## src/rtl/qdiv_pkg.sv

```systemverilog
package qdiv_pkg;
  typedef enum logic [1:0] {
    STEP_NONE = 2'd0,
    STEP_UP   = 2'd1,
    STEP_DN   = 2'd2
  } step_e;

  // Clockwise position of a sampled {A,B} pair: 00->0, 10->1, 11->2, 01->3
  function automatic logic [1:0] ab_to_pos(input logic [1:0] ab);
    return {ab[0], ab[1] ^ ab[0]};
  endfunction
endpackage

```

## src/rtl/qdiv_sampler.sv

```systemverilog
module qdiv_sampler (
  input  logic       clk,
  input  logic       rst_n,
  input  logic       enc_a,
  input  logic       enc_b,
  output logic [1:0] cur_ab,
  output logic [1:0] prev_ab
);
  always_ff @(posedge clk or negedge rst_n) begin
    if (!rst_n) begin
      cur_ab  <= 2'b00;
      prev_ab <= 2'b00;
    end else begin
      cur_ab  <= {enc_a, enc_b};
      prev_ab <= cur_ab;
    end
  end
endmodule

```

## src/rtl/qdiv_step_decode.sv

```systemverilog
module qdiv_step_decode
  import qdiv_pkg::*;
(
  input  logic [1:0] cur_ab,
  input  logic [1:0] prev_ab,
  output step_e      step
);
  logic [1:0] delta;

  always_comb begin
    delta = ab_to_pos(cur_ab) - ab_to_pos(prev_ab);
    unique case (delta)
      2'd1:    step = STEP_UP;
      2'd3:    step = STEP_DN;
      default: step = STEP_NONE; // no change or a double-bit jump
    endcase
  end
endmodule

```

## src/rtl/qdiv_wrap_counter.sv

```systemverilog
module qdiv_wrap_counter
  import qdiv_pkg::*;
#(
  parameter int DIV_W = 12
) (
  input  logic             clk,
  input  logic             rst_n,
  input  step_e            step,
  input  logic [DIV_W-1:0] div_n,
  output logic [DIV_W:0]   cnt,
  output logic             wrap_up,
  output logic             wrap_dn
);
  localparam int CNT_W = DIV_W + 1;
  localparam logic [CNT_W-1:0] N_MAX = CNT_W'(1) << DIV_W;
  localparam logic [CNT_W-1:0] ONE   = CNT_W'(1);

  logic [CNT_W-1:0] n_eff;
  logic             over_limit;

  always_comb begin
    n_eff      = (div_n == '0) ? N_MAX : {1'b0, div_n};
    over_limit = (cnt > n_eff);
    wrap_up    = (step == STEP_UP) && !over_limit && (cnt == n_eff);
    wrap_dn    = (step == STEP_DN) && !over_limit && (cnt == ONE);
  end

  always_ff @(posedge clk or negedge rst_n) begin
    if (!rst_n) begin
      cnt <= ONE;
    end else if (step != STEP_NONE) begin
      if (over_limit)   cnt <= n_eff;
      else if (wrap_up) cnt <= ONE;
      else if (wrap_dn) cnt <= n_eff;
      else if (step == STEP_UP) cnt <= cnt + ONE;
      else              cnt <= cnt - ONE;
    end
  end
endmodule

```

## src/rtl/qdiv_phase_gen.sv

```systemverilog
module qdiv_phase_gen
  import qdiv_pkg::*;
(
  input  logic  clk,
  input  logic  rst_n,
  input  step_e step,
  input  logic  wrap_up,
  input  logic  wrap_dn,
  output logic  out_a,
  output logic  out_b,
  output logic  dir_cw,
  output logic  dir_ccw
);
  always_ff @(posedge clk or negedge rst_n) begin
    if (!rst_n) begin
      out_a <= 1'b1;
      out_b <= 1'b0;
    end else if (wrap_up) begin
      out_a <= ~out_b;
      out_b <= out_a;
    end else if (wrap_dn) begin
      out_a <= out_b;
      out_b <= ~out_a;
    end
  end

  always_ff @(posedge clk or negedge rst_n) begin
    if (!rst_n) begin
      dir_cw  <= 1'b0;
      dir_ccw <= 1'b0;
    end else if (step == STEP_UP) begin
      dir_cw  <= 1'b1;
      dir_ccw <= 1'b0;
    end else if (step == STEP_DN) begin
      dir_cw  <= 1'b0;
      dir_ccw <= 1'b1;
    end
  end
endmodule

```

## src/rtl/qenc_divider.sv

```systemverilog
module qenc_divider
  import qdiv_pkg::*;
#(
  parameter int DIV_W = 12
) (
  input  logic             clk,
  input  logic             rst_n,
  input  logic             enc_a,
  input  logic             enc_b,
  input  logic [DIV_W-1:0] div_n,
  output logic             out_a,
  output logic             out_b,
  output logic             dir_cw,
  output logic             dir_ccw
);
  logic [1:0]     cur_ab, prev_ab;
  step_e          step;
  logic [DIV_W:0] cnt;
  logic           wrap_up, wrap_dn;
  logic           step_up, step_dn;

  assign step_up = (step == STEP_UP);
  assign step_dn = (step == STEP_DN);

  qdiv_sampler u_sampler (
    .clk(clk), .rst_n(rst_n), .enc_a(enc_a), .enc_b(enc_b),
    .cur_ab(cur_ab), .prev_ab(prev_ab)
  );

  qdiv_step_decode u_decode (
    .cur_ab(cur_ab), .prev_ab(prev_ab), .step(step)
  );

  qdiv_wrap_counter #(.DIV_W(DIV_W)) u_counter (
    .clk(clk), .rst_n(rst_n), .step(step), .div_n(div_n),
    .cnt(cnt), .wrap_up(wrap_up), .wrap_dn(wrap_dn)
  );

  qdiv_phase_gen u_phase (
    .clk(clk), .rst_n(rst_n), .step(step),
    .wrap_up(wrap_up), .wrap_dn(wrap_dn),
    .out_a(out_a), .out_b(out_b), .dir_cw(dir_cw), .dir_ccw(dir_ccw)
  );
endmodule

```

## config.mk

```make
export PLATFORM = sky130hd
export DESIGN_NAME = qenc_divider
export DESIGN_NICKNAME = d
export VERILOG_FILES = /design/src/rtl/qdiv_pkg.sv /design/src/rtl/qdiv_sampler.sv /design/src/rtl/qdiv_step_decode.sv /design/src/rtl/qdiv_wrap_counter.sv /design/src/rtl/qdiv_phase_gen.sv /design/src/rtl/qenc_divider.sv
export SDC_FILE = /design/constraint.sdc
export NUM_CORES = 1
export LEC_CHECK = 0
export BUFFER_PORTS_ARGS = -buffer_cell sky130_fd_sc_hd__clkbuf_2
export CORE_MARGIN = 2
export CORE_UTILIZATION = 30
export DETAILED_ROUTE_END_ITERATION = 8
export PLACE_DENSITY_LB_ADDON = 0.3
export SYNTH_ARGS = -nofsm -noshare
export SYNTH_HDL_FRONTEND = slang
export SYNTH_HIERARCHICAL = 1
export SYNTH_SLANG_ARGS = --single-unit
```

## constraint.sdc

```tcl
create_clock -name clk -period 4.5 [get_ports clk]
set_clock_uncertainty 0.2 [all_clocks]
set_input_delay 0.225 -clock clk [delete_from_list [all_inputs] [get_ports clk]]
set_output_delay 0.225 -clock clk [all_outputs]
set_load 0.01 [all_outputs]
```

Word level (Yosys, flattened, before mapping)
Index checks and enable logic that the tools add are counted.
{ "totals": {"elab_cells": 44, "output_inout_bits": 4, "in_bits": 16, "reg_bits": 21} }
{ "op_classes": {"n_lt_le_gt_ge": 1, "bitwise_logic": 4, "addsub": 3, "reduce_logical": 9, "n_eq_ne": 6, "mux": 14} }
{ "ops": {"columns": ["operator", "count"], "rows": [
  ["2-to-1 mux 13 bit", 5],
  ["adder 13 x 1 -> 13 bit (second input constant)", 1],
  ["equality test 13 x 1 -> 1 bit (second input constant)", 1],
  ["equality test 13 bit", 1],
  ["greater-than comparator 13 bit", 1],
  ["subtractor 13 x 1 -> 13 bit (second input constant)", 1],
  ["logical NOT 12 bit", 1],
  ["2-to-1 mux 1 bit", 8],
  ["nonzero test 2 bit", 3],
  ["equality test 2 x 1 -> 1 bit (second input constant)", 2],
  ["equality test 2 bit (second input constant)", 2],
  ["logical AND 1 bit", 4],
  ["one-hot mux 2 bit (2 select lines)", 1],
  ["inverter 1 bit", 2],
  ["subtractor 2 bit", 1],
  ["bitwise XOR 1 bit", 2],
  ["logical NOT 1 bit", 1]
]} }

Longest topological paths before layout
{ "logic_depth": {"ltp_word": 10, "mapped_depth": 12, "depth_no_buf": 10} }

Modules after synthesis
Netlist, hierarchy kept.
{ "by_module_without_submodules": {"columns": ["mod", "seq_area_each_um2", "instances", "cells_per_inst", "area_per_inst_um2"], "rows": [
  ["qdiv_wrap_counter", 326.6, 1, 203, 1644.1],
  ["qdiv_phase_gen", 101.3, 1, 15, 191.4],
  ["qdiv_sampler", 100.1, 1, 4, 100.1],
  ["qdiv_step_decode", 0.0, 1, 6, 71.3]
]} }

Least setup slack after synthesis
OpenSTA, ideal clock, no wires.
{ "synth_path": {"kind": "reg2reg", "start": "register u_sampler.prev_ab[0]", "end": "register u_counter.cnt[12]", "setup_ns": 0.066, "period_less_slack_ns": 2.830, "required_ns": 4.234, "stages_incl_launch_ff": 12, "setup_slack_ns": 1.670, "path_buffers": 1, "t_arrival_ns": 2.564, "path_cell_list": "dfrtp_1 > xor2_1 > ha_1 > xor3_1 > nor2_1 > nor2b_1 > clkbuf_8 > and3_2 > o22ai_1 > or4_1 > a211oi_2 > a221o_1"} }
{ "synth_via": {"elab_chain_len": 10, "elab_cells_between_ends": 16, "classes_between": "add/sub (1); eq/ne (4); mux (5); bitwise (1); reduce/logical (5)"} }
{ "synth_rtl": {"columns": ["item", "line_no", "rtl"], "rows": [
  ["start: declaration", "qdiv_sampler.sv:7", "output logic [1:0] prev_ab"],
  ["start signal: assignment", "qdiv_sampler.sv:15", "prev_ab <= cur_ab;"],
  ["bitwise XOR 1 bit", "qdiv_pkg.sv:10", "return {ab[0], ab[1] ^ ab[0]};"],
  ["subtractor 2 bit (*)", "qdiv_step_decode.sv:11", "delta = ab_to_pos(cur_ab) - ab_to_pos(prev_ab);"],
  ["equality test 2 bit or equality test 2 x 1 -> 1 bit (tied branches)", "qdiv_step_decode.sv:12", "unique case (delta)"],
  ["one-hot mux 2 bit (2 select lines) (*)", "qdiv_step_decode.sv:12", null],
  ["named net step[0]", "qenc_divider.sv:17", "step_e step;"],
  ["equality test 2 bit", "qdiv_wrap_counter.sv:25", "wrap_dn = (step == STEP_DN) && !over_limit && (cnt == ONE);"],
  ["logical AND 1 bit (2 in series)", "qdiv_wrap_counter.sv:25", null],
  ["2-to-1 mux 13 bit", "qdiv_wrap_counter.sv:34", "else if (wrap_dn) cnt <= n_eff;"],
  ["2-to-1 mux 13 bit", "qdiv_wrap_counter.sv:33", "else if (wrap_up) cnt <= ONE;"],
  ["2-to-1 mux 13 bit", "qdiv_wrap_counter.sv:32", "if (over_limit) cnt <= n_eff;"],
  ["end signal: assignment", "qdiv_wrap_counter.sv:32", null],
  ["end signal: assignment", "qdiv_wrap_counter.sv:34", null],
  ["end signal: assignment", "qdiv_wrap_counter.sv:35", "else if (step == STEP_UP) cnt <= cnt + ONE;"],
  ["end: declaration", "qdiv_wrap_counter.sv:10", "output logic [DIV_W:0] cnt,"]
]} }
The timed path passes the listed nets; every way through them passes the cells marked *.
A chain may end at the register's enable or synchronous reset.

Worst setup path in the final report
{ "layout_path": {"start": "register u_sampler.prev_ab[0]", "end": "register u_phase.out_b"} }
{ "layout_via": {"elab_chain_len": 8, "elab_cells_between_ends": 13, "classes_between": "add/sub (1); eq/ne (4); mux (2); bitwise (1); reduce/logical (5)"} }
{ "layout_rtl": {"columns": ["item", "line_no", "rtl"], "rows": [
  ["bitwise XOR 1 bit", "qdiv_pkg.sv:10", null],
  ["subtractor 2 bit (*)", "qdiv_step_decode.sv:11", null],
  ["equality test 2 bit or equality test 2 x 1 -> 1 bit (tied branches)", "qdiv_step_decode.sv:12", null],
  ["one-hot mux 2 bit (2 select lines) (*)", "qdiv_step_decode.sv:12", null],
  ["named net step[1]", "qenc_divider.sv:17", null],
  ["equality test 2 bit (*)", "qdiv_wrap_counter.sv:25", null],
  ["logical AND 1 bit (*) (2 in series)", "qdiv_wrap_counter.sv:25", null],
  ["named net wrap_dn", "qenc_divider.sv:19", "logic wrap_up, wrap_dn;"],
  ["nonzero test 2 bit (no source line) (*)", null, null],
  ["end signal: assignment", "qdiv_phase_gen.sv:20", "out_b <= out_a;"],
  ["end signal: assignment", "qdiv_phase_gen.sv:23", "out_b <= ~out_a;"],
  ["end: declaration", "qdiv_phase_gen.sv:10", "output logic out_b,"]
]} }
Marked as above.

==> impl_metrics.json <==
{
  "cts.sinks": 21,
  "syn2layout_area_growth_pct": 9.48,
  "violations": "DRC",
  "die_area_um2": 7360,
  "ys_ff_latch": 21,
  "viasPerCell": 5.67,
  "grt_first_pass_wirelength_mm": 8.71,
  "cts-root-buf": "clkbuf_8",
  "syn_area_um2": 2010,
  "grt_usage_pct": 14.9,
  "vdd_ir_drop_max_mv": 0.217,
  "postLayoutCoreUtil_pct": 34.2,
  "ys_top_cells_by_area": "dfrtp_1, ha_1, o211ai_1",
  "arrival_ps": 3260,
  "drive_gt1_share_pct": 19.4,
  "grt_max_degree": 24,
  "synth_fp_nets": 263,
  "p_per_area_nw_per_um2": 559,
  "tns_ps": 0,
  "p_int_uw": 628,
  "min_period_ps": 3310,
  "hold_violations": 0,
  "drt_iter0_markers": 100,
  "coreArea_um2": 6420,
  "path_clk_slew_ps": 90,
  "die_h_um": 85.8,
  "num-nets-final": 278,
  "synth.avg_cell_area_um2": 8.80,
  "critPathMaxFanout": 12,
  "globalRouteOverflowTotal": 0,
  "seq_area_um2": 528,
  "synth_top_cell_by_area": "dfrtp_1",
  "n_antenna_cell": 0,
  "critPathKind": "flip-flop to flip-flop",
  "wl_mm": 5.26,
  "start_util_pct": 31.2,
  "rsz0062_at_grt": "false",
  "cp_num_buf_inv": 0,
  "maxSlewViolCount": 0,
  "comb_power_share_pct": 54.9,
  "seqPwrFrac_pct": 34.2,
  "multi_input_area_um2": 1320,
  "rows": 29,
  "post-route-period-util_pct": 73.5,
  "cts-resized-gates": 0,
  "ioPinCount": 20,
  "cts_hold_buf": 3,
  "num-fill-cells": 648,
  "numCtsBuffers": 3,
  "leakagePower_nw": 0.931,
  "cap_violations": 0,
  "setup_viol": 0,
  "grt_antenna_before_repair": 0,
  "placed_area_um2": 2120,
  "ys_seq_area_share_pct": 26.3,
  "gp_congestion": 0.856,
  "cts_max_level": 1,
  "cp_top_family": "simple AND/OR/NAND/NOR gates",
  "dp_hpwl_mm": 3.94,
  "start_kind": "flip-flop",
  "cpPeakStageDelay_ps": 560,
  "cts_tree": "done",
  "grt_pass1_vias": 1728,
  "required_ps": 4450,
  "clkLatencyLatePin_ps": 270,
  "synth_ff_type": "dfrtp_1",
  "synth_top_area_share_pct": 23.7,
  "worstMarginPinSlew_ps": 577,
  "vias": 1809,
  "crit_slowest_cell": "nand4_1",
  "die_w_um": 85.8,
  "status": "complete, but fails checks",
  "cts.path.max_buffers": 2,
  "worstSetupEndpointType": "flip-flop",
  "synth_edf_count": 0,
  "synth_cell_types": 63,
  "post_cts_buffers": 0,
  "netlist_instances": 228,
  "power_frac_clock_pct": 10.8,
  "slew_headroom_pct": 61.4,
  "yosysWarningCount": 6,
  "fmax_mhz": 302,
  "hold_class": "primary input to flip-flop",
  "io_buffer_count": 19,
  "async_reset_ff_share_pct": 100,
  "wl_per_cell_um": 16.5,
  "firstDrtPassIters": 6,
  "drcViolationCount": 1,
  "netSwitchingFraction_pct": 48.9,
  "cpMostUsedCell": "nor2_1",
  "synth_common_cells": "dfrtp_1, ha_1, nand3_1",
  "final_antenna_net_count": 0,
  "post-route-cell-area_um2": 2200,
  "path_cells": "xor2_1 > ha_1 > xor3_1 > nor2b_4 > nor4bb_1 > nand4_1 > nor2_1 > nor2_1 > a221o_1",
  "net-switching-power_uw": 600
}
## sequential cells by signal, summed over array words and instances, names as in the netlist
register           cells
u_phase/dir_ccw        1
u_phase/out_b          1
u_phase/dir_cw         1
u_sampler/prev_ab      2
u_phase/out_a          1
u_sampler/cur_ab       2
u_counter/cnt         13
## worst paths after layout
kind                                           startpoint                        endpoint  slack [ps]  depth (start not counted)
max                        u_sampler/prev_ab[0]$_DFF_PN0_       u_phase/out_b$_DFFE_PN0P_        1190                          9
min in group asynchronous                           rst_n    u_counter/cnt[4]$_DFFE_PN0P_         260                          2
min                                              div_n[5]    u_counter/cnt[5]$_DFFE_PN0P_          40                          3
max in group asynchronous                           rst_n       u_phase/out_a$_DFFE_PN1P_        3460                          2
max reg2reg                u_sampler/prev_ab[0]$_DFF_PN0_       u_phase/out_b$_DFFE_PN0P_        1190                          9
min reg2reg                 u_sampler/cur_ab[1]$_DFF_PN0_  u_sampler/prev_ab[1]$_DFF_PN0_         210                          0
## layout make-up
class | instances | share of cell area, %
Inverter | 15 | 2.56
Clock inverter | 1 | 0.342
Clock buffer | 3 | 1.88
Tap cell | 77 | 4.38
Sequential cell | 21 | 24.0
Multi-Input combinational cell | 177 | 60.1
Timing Repair Buffer | 25 | 6.72
## kinds of logic after synthesis
group,count (synthesis),synth area share (%)
DFF,21,26.3
and+or+nand+nor,104,31.7
xor gates and xnor gates,4,2.49
adders and majority gates,19,11.8
AOI/OAI and AO/OA,46,17.6
buffers and inverters,30,7.92
muxes,4,2.06
## layer usage
layer / GRT usage (%) / vias to the layer above / part of all wire, %
li1: - / 899 / -
met1: 21.6 / 857 / 48
met2: 23.2 / 49 / 46
met3: 1.73 / 4 / 5.7
met4: 4.47 / 0 / 1.1
met5: 0 / - / 0
## cells in the final DEF (no fill, tap or decap), drive strengths merged, types with 2 or more instances in the layout
master,n
o211ai,14
nor2b,3
nand2b,2
xnor2,2
clkbuf,22
a21oi,6
nand3,18
a21boi,2
and2,4
or4,2
and3,12
and4,3
dfstp,2
or2,3
ha,19
nor3,7
nor2,11
dfrtp,19
mux2i,3
o2111ai,4
inv,15
nor4,15
a311oi,2
o22ai,3
nand4,4
buf,3
a211oi,2
nand2,14
a221o,2
dlygate4sd3,3
## power groups by stage
stage / Combinational, mW / Sequential, mW / Clock [mW]
finish: 0.674 / 0.420 / 0.133
CTS: 0.674 / 0.417 / 0.134
global placement: 0.663 / 0.422 / 0
global route: 0.753 / 0.436 / 0.145
floorplan: 0.560 / 0.352 / 0
detailed placement: 0.669 / 0.420 / 0
## worst min-delay path: stages
cell      delay (ps)
clkbuf_2         110
nand3_1           60
o211ai_1          70
## through the flow
stage | hold WS [ps] | setup WS (ps) | std cells | power (mW)
2_1_floorplan | -271 | 1670 | 228 | 0.912
3_3_place_gp | 38.0 | 1270 | 312 | 1.08
3_5_place_dp | 42.3 | 1240 | 312 | 1.09
4_1_cts | 44.4 | 1240 | 319 | 1.22
5_1_grt | 62.3 | 902 | 319 | 1.33
6_report | 41.9 | 1190 | 319 | 1.23
Note: power is estimated with default switching activity, not from simulation.
